File: src/rtl/sem_pkg.sv
package sem_pkg;

    typedef enum logic [2:0] {
        TOK_FREE        = 3'd0,
        TOK_LEFT        = 3'd1,
        TOK_RIGHT       = 3'd2,
        TOK_LEFT_RWAIT  = 3'd3,
        TOK_RIGHT_LWAIT = 3'd4
    } tok_state_e;

endpackage

File: src/rtl/sem_port_decode.sv
module sem_port_decode #(
    parameter int NUM_SEM = 8,
    parameter int ADDR_W  = 16,
    parameter int DATA_W  = 16,
    localparam int IDX_W  = $clog2(NUM_SEM)
) (
    input  logic              sel,
    input  logic              mem_en,
    input  logic              wr,
    input  logic [ADDR_W-1:0] addr,
    input  logic [DATA_W-1:0] wdata,
    output logic              rd_hit,
    output logic [IDX_W-1:0]  rd_idx,
    output logic [NUM_SEM-1:0] req_vec,
    output logic [NUM_SEM-1:0] rel_vec
);

    logic access_ok;
    logic wr_hit;
    logic unused_hi;

    // Semaphore space is open only while the memory array is deselected.
    assign access_ok = sel && !mem_en;
    assign rd_hit    = access_ok && !wr;
    assign wr_hit    = access_ok && wr;
    assign rd_idx    = addr[IDX_W-1:0];
    assign unused_hi = ^{addr[ADDR_W-1:IDX_W], wdata[DATA_W-1:1]};

    always_comb begin
        for (int k = 0; k < NUM_SEM; k++) begin
            req_vec[k] = wr_hit && !wdata[0] && (rd_idx == IDX_W'(k));
            rel_vec[k] = wr_hit &&  wdata[0] && (rd_idx == IDX_W'(k));
        end
    end

endmodule

File: src/rtl/sem_token_fsm.sv
module sem_token_fsm
    import sem_pkg::*;
(
    input  logic clk,
    input  logic rst_n,
    input  logic l_req,
    input  logic l_rel,
    input  logic r_req,
    input  logic r_rel,
    output logic l_owns,
    output logic r_owns,
    output logic l_waits,
    output logic r_waits
);

    tok_state_e cur_q;
    tok_state_e nxt;

    always_comb begin
        nxt = cur_q;
        unique case (cur_q)
            TOK_FREE: begin
                if (l_req)      nxt = r_req ? TOK_LEFT_RWAIT : TOK_LEFT;
                else if (r_req) nxt = TOK_RIGHT;
            end
            TOK_LEFT: begin
                if (l_rel)      nxt = r_req ? TOK_RIGHT : TOK_FREE;
                else if (r_req) nxt = TOK_LEFT_RWAIT;
            end
            TOK_LEFT_RWAIT: begin
                if (l_rel)      nxt = r_rel ? TOK_FREE : TOK_RIGHT;
                else if (r_rel) nxt = TOK_LEFT;
            end
            TOK_RIGHT: begin
                if (r_rel)      nxt = l_req ? TOK_LEFT : TOK_FREE;
                else if (l_req) nxt = TOK_RIGHT_LWAIT;
            end
            TOK_RIGHT_LWAIT: begin
                if (r_rel)      nxt = l_rel ? TOK_FREE : TOK_LEFT;
                else if (l_rel) nxt = TOK_RIGHT;
            end
            default: nxt = TOK_FREE;
        endcase
    end

    always_ff @(posedge clk or negedge rst_n) begin
        if (!rst_n) cur_q <= TOK_FREE;
        else        cur_q <= nxt;
    end

    always_comb begin
        l_owns  = (cur_q == TOK_LEFT)  || (cur_q == TOK_LEFT_RWAIT);
        r_owns  = (cur_q == TOK_RIGHT) || (cur_q == TOK_RIGHT_LWAIT);
        l_waits = (cur_q == TOK_RIGHT_LWAIT);
        r_waits = (cur_q == TOK_LEFT_RWAIT);
    end

endmodule

File: src/rtl/sem_read_latch.sv
module sem_read_latch #(
    parameter int NUM_SEM = 8,
    parameter int DATA_W  = 16,
    localparam int IDX_W  = $clog2(NUM_SEM)
) (
    input  logic               clk,
    input  logic               rst_n,
    input  logic               rd_hit,
    input  logic [IDX_W-1:0]   rd_idx,
    input  logic [NUM_SEM-1:0] own_vec,
    output logic [DATA_W-1:0]  rdata
);

    // Captured value stays put until this port reads again.
    always_ff @(posedge clk or negedge rst_n) begin
        if (!rst_n)      rdata <= '1;
        else if (rd_hit) rdata <= {DATA_W{!own_vec[rd_idx]}};
    end

endmodule

File: src/rtl/sem_bank.sv
module sem_bank #(
    parameter int NUM_SEM = 8,
    parameter int ADDR_W  = 16,
    parameter int DATA_W  = 16,
    localparam int IDX_W  = $clog2(NUM_SEM)
) (
    input  logic              clk,
    input  logic              rst_n,
    input  logic              l_sel,
    input  logic              l_mem_en,
    input  logic              l_wr,
    input  logic [ADDR_W-1:0] l_addr,
    input  logic [DATA_W-1:0] l_wdata,
    output logic [DATA_W-1:0] l_rdata,
    input  logic              r_sel,
    input  logic              r_mem_en,
    input  logic              r_wr,
    input  logic [ADDR_W-1:0] r_addr,
    input  logic [DATA_W-1:0] r_wdata,
    output logic [DATA_W-1:0] r_rdata
);

    logic               l_rd_hit, r_rd_hit;
    logic [IDX_W-1:0]   l_rd_idx, r_rd_idx;
    logic [NUM_SEM-1:0] l_req_v, l_rel_v, r_req_v, r_rel_v;
    logic [NUM_SEM-1:0] l_own_v, r_own_v, l_wait_v, r_wait_v;

    sem_port_decode #(.NUM_SEM(NUM_SEM), .ADDR_W(ADDR_W), .DATA_W(DATA_W)) u_dec_l (
        .sel(l_sel), .mem_en(l_mem_en), .wr(l_wr), .addr(l_addr), .wdata(l_wdata),
        .rd_hit(l_rd_hit), .rd_idx(l_rd_idx), .req_vec(l_req_v), .rel_vec(l_rel_v)
    );

    sem_port_decode #(.NUM_SEM(NUM_SEM), .ADDR_W(ADDR_W), .DATA_W(DATA_W)) u_dec_r (
        .sel(r_sel), .mem_en(r_mem_en), .wr(r_wr), .addr(r_addr), .wdata(r_wdata),
        .rd_hit(r_rd_hit), .rd_idx(r_rd_idx), .req_vec(r_req_v), .rel_vec(r_rel_v)
    );

    for (genvar t = 0; t < NUM_SEM; t++) begin : g_tok
        sem_token_fsm u_tok (
            .clk(clk), .rst_n(rst_n),
            .l_req(l_req_v[t]), .l_rel(l_rel_v[t]),
            .r_req(r_req_v[t]), .r_rel(r_rel_v[t]),
            .l_owns(l_own_v[t]), .r_owns(r_own_v[t]),
            .l_waits(l_wait_v[t]), .r_waits(r_wait_v[t])
        );
    end

    sem_read_latch #(.NUM_SEM(NUM_SEM), .DATA_W(DATA_W)) u_rd_l (
        .clk(clk), .rst_n(rst_n), .rd_hit(l_rd_hit), .rd_idx(l_rd_idx),
        .own_vec(l_own_v), .rdata(l_rdata)
    );

    sem_read_latch #(.NUM_SEM(NUM_SEM), .DATA_W(DATA_W)) u_rd_r (
        .clk(clk), .rst_n(rst_n), .rd_hit(r_rd_hit), .rd_idx(r_rd_idx),
        .own_vec(r_own_v), .rdata(r_rdata)
    );

endmodule

File: config.mk
export PLATFORM = sky130hd
export DESIGN_NAME = sem_bank
export DESIGN_NICKNAME = d
export VERILOG_FILES = /design/src/rtl/sem_pkg.sv /design/src/rtl/sem_port_decode.sv /design/src/rtl/sem_token_fsm.sv /design/src/rtl/sem_read_latch.sv /design/src/rtl/sem_bank.sv
export SDC_FILE = /design/constraint.sdc
export NUM_CORES = 1
export LEC_CHECK = 0
export BUFFER_PORTS_ARGS = -buffer_cell sky130_fd_sc_hd__buf_2
export CELL_PAD_IN_SITES_DETAIL_PLACEMENT = 1
export CELL_PAD_IN_SITES_GLOBAL_PLACEMENT = 1
export CORE_AREA = 2 2 92 94
export CTS_BUF_LIST = sky130_fd_sc_hd__clkbuf_2 sky130_fd_sc_hd__clkbuf_4 sky130_fd_sc_hd__clkbuf_8
export DETAILED_ROUTE_END_ITERATION = 7
export DIE_AREA = 0 0 94 96
export PLACE_DENSITY = 0.76
export SYNTH_ARGS = -nofsm -noshare
export SYNTH_HDL_FRONTEND = slang
export SYNTH_SLANG_ARGS = --single-unit
File: constraint.sdc
create_clock -name clk -period 2 [get_ports clk]
set_clock_uncertainty 0.2 [all_clocks]
set_input_delay 0.4 -clock clk [delete_from_list [all_inputs] [get_ports clk]]
set_output_delay 0.4 -clock clk [all_outputs]
set_load 0.01 [all_outputs]
==> qor.tcl, run 1 <==
set qor(run_status) {complete, no violations}
set qor(die_area_um2) 9020
set qor(route.vias.total) 2628
set qor(placement.io_buffers) 47
set qor(worstPathArrival_ps) 1960
set qor(final_cells) 483
set qor(ys_warns) 0
set qor(async_flop_share_pct) 100
set qor(floorplan.rows) 33
set qor(mostFrequentLayoutCells) {sky130_fd_sc_hd__buf_4 (68), sky130_fd_sc_hd__buf_2 (47), sky130_fd_sc_hd__nor2_1 (27)}
set qor(footprint_of_the_multi_input_gates_um2) 1540
set qor(max_fanout_on_critical_path) 4
set qor(fin_setup_tns_ps) 0
set qor(setup_viol_count_final) 0
set qor(finalCritPeriodShare_pct) 99.4
set qor(power_switching_share_pct) 41.4
set qor(max_cap_violations) 0
set qor(max_slew_margin_pct) 59.0
set qor(effective_utilization_at_floorplan_pct) 32.2
set qor(gr-total-overflow) 0
set qor(yosysUniqueCellTypes) 71
set qor(crit_type) {input port to flop}
set qor(syn_area_per_cell_um2) 8.31
set qor(first_pass_grt_wire_length_um) 13400
set qor(dpl.hpwl_um) 6350
set qor(utilization_pct) 39.5
set qor(synth_seq_cells) 26
set qor(power_frac_seq_pct) 29.9
set qor(power_report.internal_total_w) 0.00175
set qor(cts_inserted_buffers) 3
set qor(route.detailed.vias_per_inst) 5.44
set qor(firstDrtPassIters) 4
set qor(grt_util_met3_pct) 1.96
set qor(numClockSinks) 26
set qor(syn-num-nets) 384
set qor(nets) 451
set qor(die_width_um) 94
set qor(clock_tree_from_tritoncts) {built}
set qor(comb_power_share_pct) 54.8
set qor(synth-main-ff-cell) {sky130_fd_sc_hd__dfrtp_1}
set qor(grt_pass1_vias) 2756
set qor(global_route.usage.total_pct) 18.7
set qor(busiest_layer) {met2}
set qor(maximum_number_of_pins_on_one_net_before_global_route_repair) 27
set qor(fmax_ghz) 0.503
set qor(n_fill_cell) 1005
set qor(synth_enable_flop_cells) 0
set qor(finalCriticalPeriod_ps) 1990
set qor(clk-insertion-delay-late_ps) 280
set qor(power_density_nw_per_um2) 943
set qor(ir_drop_v) 0.000339
set qor(seq_area_frac_synth_pct) 25.2
set qor(drtIter0Drc) 87
set qor(drc_errors) 0
set qor(static-leakage-power_nw) 1.35
set qor(hold_path_class) {input port to flop}
set qor(clockPowerShare_pct) 15.3
set qor(wl_um) 8250
set qor(timing_worst_slew_pin_value_ps) 615
set qor(worst-r2r-setup-slack_ps) 50
set qor(clock_tree_root_buffer_cell) {sky130_fd_sc_hd__clkbuf_8}
set qor(gr-usage-met2_pct) 33.8
set qor(ant_diodes) 0
set qor(syn-instance-count) 312
set qor(timing.critical_path.to_type) {flop}
set qor(register_area_um2) 653
set qor(core_um2) 8050
set qor(route.antenna.remaining_nets) 0
set qor(post_drt_wl_per_cell_um) 17.1
set qor(hold-worst-slack_ps) 132
set qor(antenna_violations_before_repair) 0
set qor(setup_slack_placement_ps) -401
set qor(crit_path_start_kind) {input port}
set qor(layout_commonest_cell) {sky130_fd_sc_hd__buf_4}
set qor(post_synth_instance_area_um2) 2590
set qor(htree_levels) 1
set qor(cts_buffer_depth) 2
set qor(die_height_um) 96
set qor(top_level_ports) 104
set qor(hold_viol) 0
set qor(rsz0062_at_grt) {true}
set qor(clk_pin_slew_worst_paths_ps) 110
set qor(timing.critical_path.required_ps) 1970
set qor(area_growth_pct) 22.6
set qor(drive_gt1_share_pct) 36.8
set qor(report.final.slew_viol_count) 0
set qor(place_inst) 476
set qor(grtUsageMet1_pct) 22.2
set qor(netSwitchingPower_w) 0.00124
set qor(setup_slack_ps) 12.4
set qor(place.gp.congestion) 0.871
layer usage:
layer  share of wire [%]  vias up  wire length, µm
met5                   0        -                0
met4                 3.4        0              277
met3                 1.6       20              129
met2                  52       28             4280
met1                  43     1317             3560
li1                    -     1263                -
kinds of logic after synthesis:
family,count (synthesis),synth area share [%]
AO/OA/AOI/OAI,90,25.1
XOR/XNOR,8,2.70
buffers and inverters,62,16.5
flip-flops,26,25.2
multiplexers,7,3.43
AND/OR/NAND/NOR,119,27.1
cells in the mapped netlist (3+ instances only):
library cell	instances	area (µm²)
sky130_fd_sc_hd__o31ai_1	4	30.0
sky130_fd_sc_hd__o21ai_0	10	50.1
sky130_fd_sc_hd__clkbuf_8	3	41.3
sky130_fd_sc_hd__buf_2	9	45.0
sky130_fd_sc_hd__nand3_1	6	30.0
sky130_fd_sc_hd__o41ai_1	4	35.0
sky130_fd_sc_hd__buf_6	4	45.0
sky130_fd_sc_hd__nand2_1	10	37.5
sky130_fd_sc_hd__nand3b_1	3	22.5
sky130_fd_sc_hd__nor2_1	27	101
sky130_fd_sc_hd__nor3_1	12	60.1
sky130_fd_sc_hd__inv_1	8	30.0
sky130_fd_sc_hd__a21oi_1	23	115
sky130_fd_sc_hd__clkbuf_1	4	15.0
sky130_fd_sc_hd__nand4_1	4	25.0
sky130_fd_sc_hd__dfrtp_1	24	601
sky130_fd_sc_hd__nor2b_1	11	68.8
sky130_fd_sc_hd__nor4_1	5	31.3
sky130_fd_sc_hd__buf_4	32	240
sky130_fd_sc_hd__xor2_1	3	26.3
sky130_fd_sc_hd__mux2_1	3	33.8
sky130_fd_sc_hd__and3_1	4	25.0
sky130_fd_sc_hd__o22ai_1	5	31.3
sky130_fd_sc_hd__nor3b_1	6	45.0
sky130_fd_sc_hd__a31oi_1	7	43.8
sky130_fd_sc_hd__a2bb2oi_1	4	35.0
sky130_fd_sc_hd__o311ai_0	3	26.3
sky130_fd_sc_hd__nand2b_1	10	62.6
sky130_fd_sc_hd__a211oi_1	6	45.0
sky130_fd_sc_hd__xnor2_1	5	43.8
what timing repair did:
action                                 CTS  global route
setup endpoints to repair                3             6
buffers inserted                         2             0
endpoints found under the hold margin   24             0
hold buffers                             1             0
pin swaps                                0             2
gates resized for setup                  1             3
state kept, by name (all words and copies together) (netlist names):
register           flops
u_rd_l.rdata           1
u_rd_r.rdata           1
g_tok.u_tok.cur_q     24
metrics by stage:
step	instance area, µm²	power, W
final	3180	0.00300
after global routing	3180	0.00322
after CTS	3170	0.00302
after detailed placement	3070	0.00252
after global placement	3070	0.00243
after floorplan	2620	0.00216
power by group through the flow:
stage / clock, W / sequential (W) / combinational, W
global route: 0.000487 / 0.000931 / 0.00180
floorplan: 0 / 0.000856 / 0.00131
CTS: 0.000481 / 0.000894 / 0.00164
finish: 0.000460 / 0.000895 / 0.00164
detailed placement: 0 / 0.000903 / 0.00162
global placement: 0 / 0.000886 / 0.00155
worst paths after layout:
check | start | to | cells after the start
min | l_wr | u_rd_l.rdata[0] | 2
max | l_addr[2] | g_tok[1].u_tok.cur_q[1] | 8
max reg2reg | g_tok[6].u_tok.cur_q[2] | u_rd_r.rdata[0] | 5
min in group asynchronous | rst_n | g_tok[2].u_tok.cur_q[2] | 2
min reg2reg | g_tok[5].u_tok.cur_q[0] | g_tok[5].u_tok.cur_q[2] | 1
max in group asynchronous | rst_n | g_tok[0].u_tok.cur_q[1] | 2
worst max-delay path, cell delays in order:
cell and delay, ps:
sky130_fd_sc_hd__buf_2 110, sky130_fd_sc_hd__buf_4 140, sky130_fd_sc_hd__nor4bb_1 350, sky130_fd_sc_hd__buf_4 190, sky130_fd_sc_hd__nand2_1 80, sky130_fd_sc_hd__a211o_1 290, sky130_fd_sc_hd__o2bb2ai_1 130, sky130_fd_sc_hd__mux2_4 260
cell type report:
type                       instances  area share [%]
timing repair buffer             116            23.8
tap                              105            4.13
inverter                           8           0.945
clock inverter                     1           0.945
multi-input combinational        224            48.4
clock buffer                       3            1.30
sequential                        26            20.5
Power figures use the tool's default switching activity.
==> run 2, diff against run 1 <==
- BUFFER_PORTS_ARGS: -buffer_cell sky130_fd_sc_hd__buf_2 -> default
- CORE_AREA: 2 2 92 94 -> 2 2 81 83
- DIE_AREA: 0 0 94 96 -> 0 0 83 85
- DONT_BUFFER_PORTS: default -> 1
- PLACE_DENSITY: 0.76 -> 0.75
==> qor.tcl, run 2 (same netlist as run 1, synthesis figures left out) <==
set qor(global_route.usage.total_pct) 21.0 ;# +2.3 points
set qor(largest_reg_flops) 24 ;# unchanged
set qor(timing.critical_path.to_type) {flop}
set qor(wl_um) 7060 ;# -14%
set qor(hold_viol) 0 ;# unchanged
set qor(register_area_um2) 654 ;# +0.19%
set qor(hold-worst-slack_ps) 33.2 ;# -98.6 ps
set qor(fin_setup_tns_ps) 0 ;# unchanged
set qor(footprint_of_the_multi_input_gates_um2) 1540 ;# -0.16%
set qor(worst-r2r-setup-slack_ps) 50 ;# about the same
set qor(clk-insertion-delay-late_ps) 280 ;# about the same
set qor(layout_commonest_cell) {sky130_fd_sc_hd__buf_4}
set qor(met3_wirelength_um) 236 ;# +83%
set qor(first_pass_grt_wire_length_um) 12300 ;# -8.5%
set qor(maximum_number_of_pins_on_one_net_before_global_route_repair) 27 ;# unchanged
set qor(power_density_nw_per_um2) 978 ;# +3.8%
set qor(max_slew_margin_pct) 65.6 ;# +6.6 points
set qor(firstDrtPassIters) 4 ;# unchanged
set qor(report.final.slew_viol_count) 0 ;# unchanged
set qor(top_level_ports) 104 ;# unchanged
set qor(ant_diodes) 0 ;# unchanged
set qor(run_status) {complete, no violations}
set qor(largest_registers) {g_tok.u_tok.cur_q (24), u_rd_l.rdata (1), u_rd_r.rdata (1)}
set qor(core_um2) 6200 ;# -23%
set qor(dr.max_layer_used) {met4}
set qor(timing.critical_path.required_ps) 2010 ;# +40 ps
set qor(place.gp.congestion) 0.808 ;# -7.2%
set qor(met2WireLength_um) 3570 ;# -17%
set qor(numClockSinks) 26 ;# unchanged
set qor(crit_type) {flop to flop}
set qor(setup_viol_count_final) 0 ;# unchanged
set qor(finalCritPeriodShare_pct) 97.4 ;# -2.0 points
set qor(n_fill_cell) 767 ;# -24%
set qor(static-leakage-power_nw) 1.07 ;# -21%
set qor(post_dp_cell_area_um2) 2630 ;# -14%
set qor(grt_pass1_vias) 2508 ;# -9.0%
set qor(cts_inserted_buffers) 3 ;# unchanged
set qor(route.detailed.vias_per_inst) 6.13 ;# +13%
set qor(finalCriticalPeriod_ps) 1950 ;# -39.3 ps
set qor(wl_met1_um) 3080 ;# -14%
set qor(route.vias.total) 2368 ;# -9.9%
set qor(worstPathArrival_ps) 1960 ;# about the same
set qor(timing_worst_slew_pin_value_ps) 509 ;# -106 ps
set qor(ir_drop_v) 0.000439 ;# +30%
set qor(max_flop_register) {g_tok.u_tok.cur_q}
set qor(floorplan.rows) 29 ;# -12%
set qor(drtIter0Drc) 141 ;# +62%
set qor(rsz0062_at_grt) {true}
set qor(htree_levels) 1 ;# unchanged
set qor(nets) 382 ;# -15%
set qor(max_fanout_on_critical_path) 6 ;# +2
set qor(placement.io_buffers) 0 ;# -100%
set qor(crit_path_start_kind) {flop}
set qor(max_cap_violations) 0 ;# unchanged
set qor(drive_gt1_share_pct) 22.3 ;# -14 points
set qor(die_height_um) 85 ;# -11%
set qor(mostFrequentLayoutCells) {sky130_fd_sc_hd__buf_4 (42), sky130_fd_sc_hd__nor2_1 (27), sky130_fd_sc_hd__a21oi_1 (23), sky130_fd_sc_hd__dfrtp_1 (23), sky130_fd_sc_hd__nor3_1 (12)}
set qor(clk_pin_slew_worst_paths_ps) 100 ;# about the same
set qor(setup_slack_placement_ps) -144 ;# +257 ps
set qor(cts_buffer_depth) 2 ;# unchanged
set qor(antenna_violations_before_repair) 0 ;# unchanged
set qor(fmax_ghz) 0.513 ;# +2.0%
set qor(hold_path_class) {input port to flop}
set qor(area_growth_pct) 6.71
set qor(die_width_um) 83 ;# -12%
set qor(dpl.hpwl_um) 5260 ;# -17%
set qor(effective_utilization_at_floorplan_pct) 41.8 ;# +9.6 points
set qor(die_area_um2) 7060 ;# -22%
set qor(drc_errors) 0 ;# unchanged
set qor(setup_slack_ps) 51.7 ;# +39.3 ps
set qor(clock_tree_root_buffer_cell) {sky130_fd_sc_hd__clkbuf_8}
set qor(fin_area_um2) 2770 ;# -13%
set qor(post_drt_wl_per_cell_um) 18.3 ;# +7.1%
set qor(gr-total-overflow) 0 ;# unchanged
set qor(route.antenna.remaining_nets) 0 ;# unchanged
set qor(clock_tree_from_tritoncts) {built}
[run 2: cell count changes in the layout (fill, tap and decap cells not counted), sizes merged]
cell | before | now
buf | 115 | 45
dlygate4sd3 | 1 | 2
clkbuf | 3 | 4
bufinv | 1 | 0
[run 2: power by group]
group / internal (W) / switching, W / total, W
combinational: 0.000736 / 0.000753 / 0.00149
sequential: 0.000674 / 0.000185 / 0.000858
clock: 0.000177 / 0.000182 / 0.000359
[run 2: path summary, 6_finish.rpt]
path                                         startpoint                 endpoint  depth (start not counted)
worst min-delay path                         r_wdata[0]  g_tok[0].u_tok.cur_q[1]                          1
min in group asynchronous                         rst_n  g_tok[2].u_tok.cur_q[0]                          2
worst max-delay path            g_tok[1].u_tok.cur_q[0]          u_rd_r.rdata[0]                          5
max in group asynchronous                         rst_n          u_rd_r.rdata[0]                          2
worst max register to register  g_tok[1].u_tok.cur_q[0]          u_rd_r.rdata[0]                          5
worst min register to register  g_tok[1].u_tok.cur_q[2]  g_tok[1].u_tok.cur_q[2]                          1
[run 2: routing by layer]
layer  vias up  track usage (%)
li1       1128                -
met1      1185             27.2
met2        40             36.1
met3        15             2.63
met4         0             7.60
met5         -                0
[run 2: stage by stage]
stage	total power, W	instances	utilization (%)
finish	0.00271	386	44.6
CTS	0.00267	382	44.0
global route	0.00294	386	44.6
floorplan	0.00216	312	-
detailed placement	0.00228	375	42.3
global placement	0.00222	375	42.3
[run 2: critical path, stage by stage, from the launching register on]
cell                       delay (ps)
sky130_fd_sc_hd__dfrtp_2          460
sky130_fd_sc_hd__buf_4            150
sky130_fd_sc_hd__a211oi_2         210
sky130_fd_sc_hd__a21oi_1           90
sky130_fd_sc_hd__mux4_2           480
sky130_fd_sc_hd__mux2_2           280
[run 2: area by class of cell]
class,instances,area share [%]
Multi-Input combinational cell,224,55.5
Sequential cell,26,23.7
Timing Repair Buffer,47,14.3
Tap cell,77,3.48
Clock buffer,4,1.99
Inverter,8,1.09
[run 2: what timing repair did]
item	4_1_cts	5_1_grt
endpoints found under the setup margin	1	3
pin swaps	0	3
hold buffers	3	0
gates resized for setup	1	2
buffers inserted	0	4
endpoints found under the hold margin	27	0
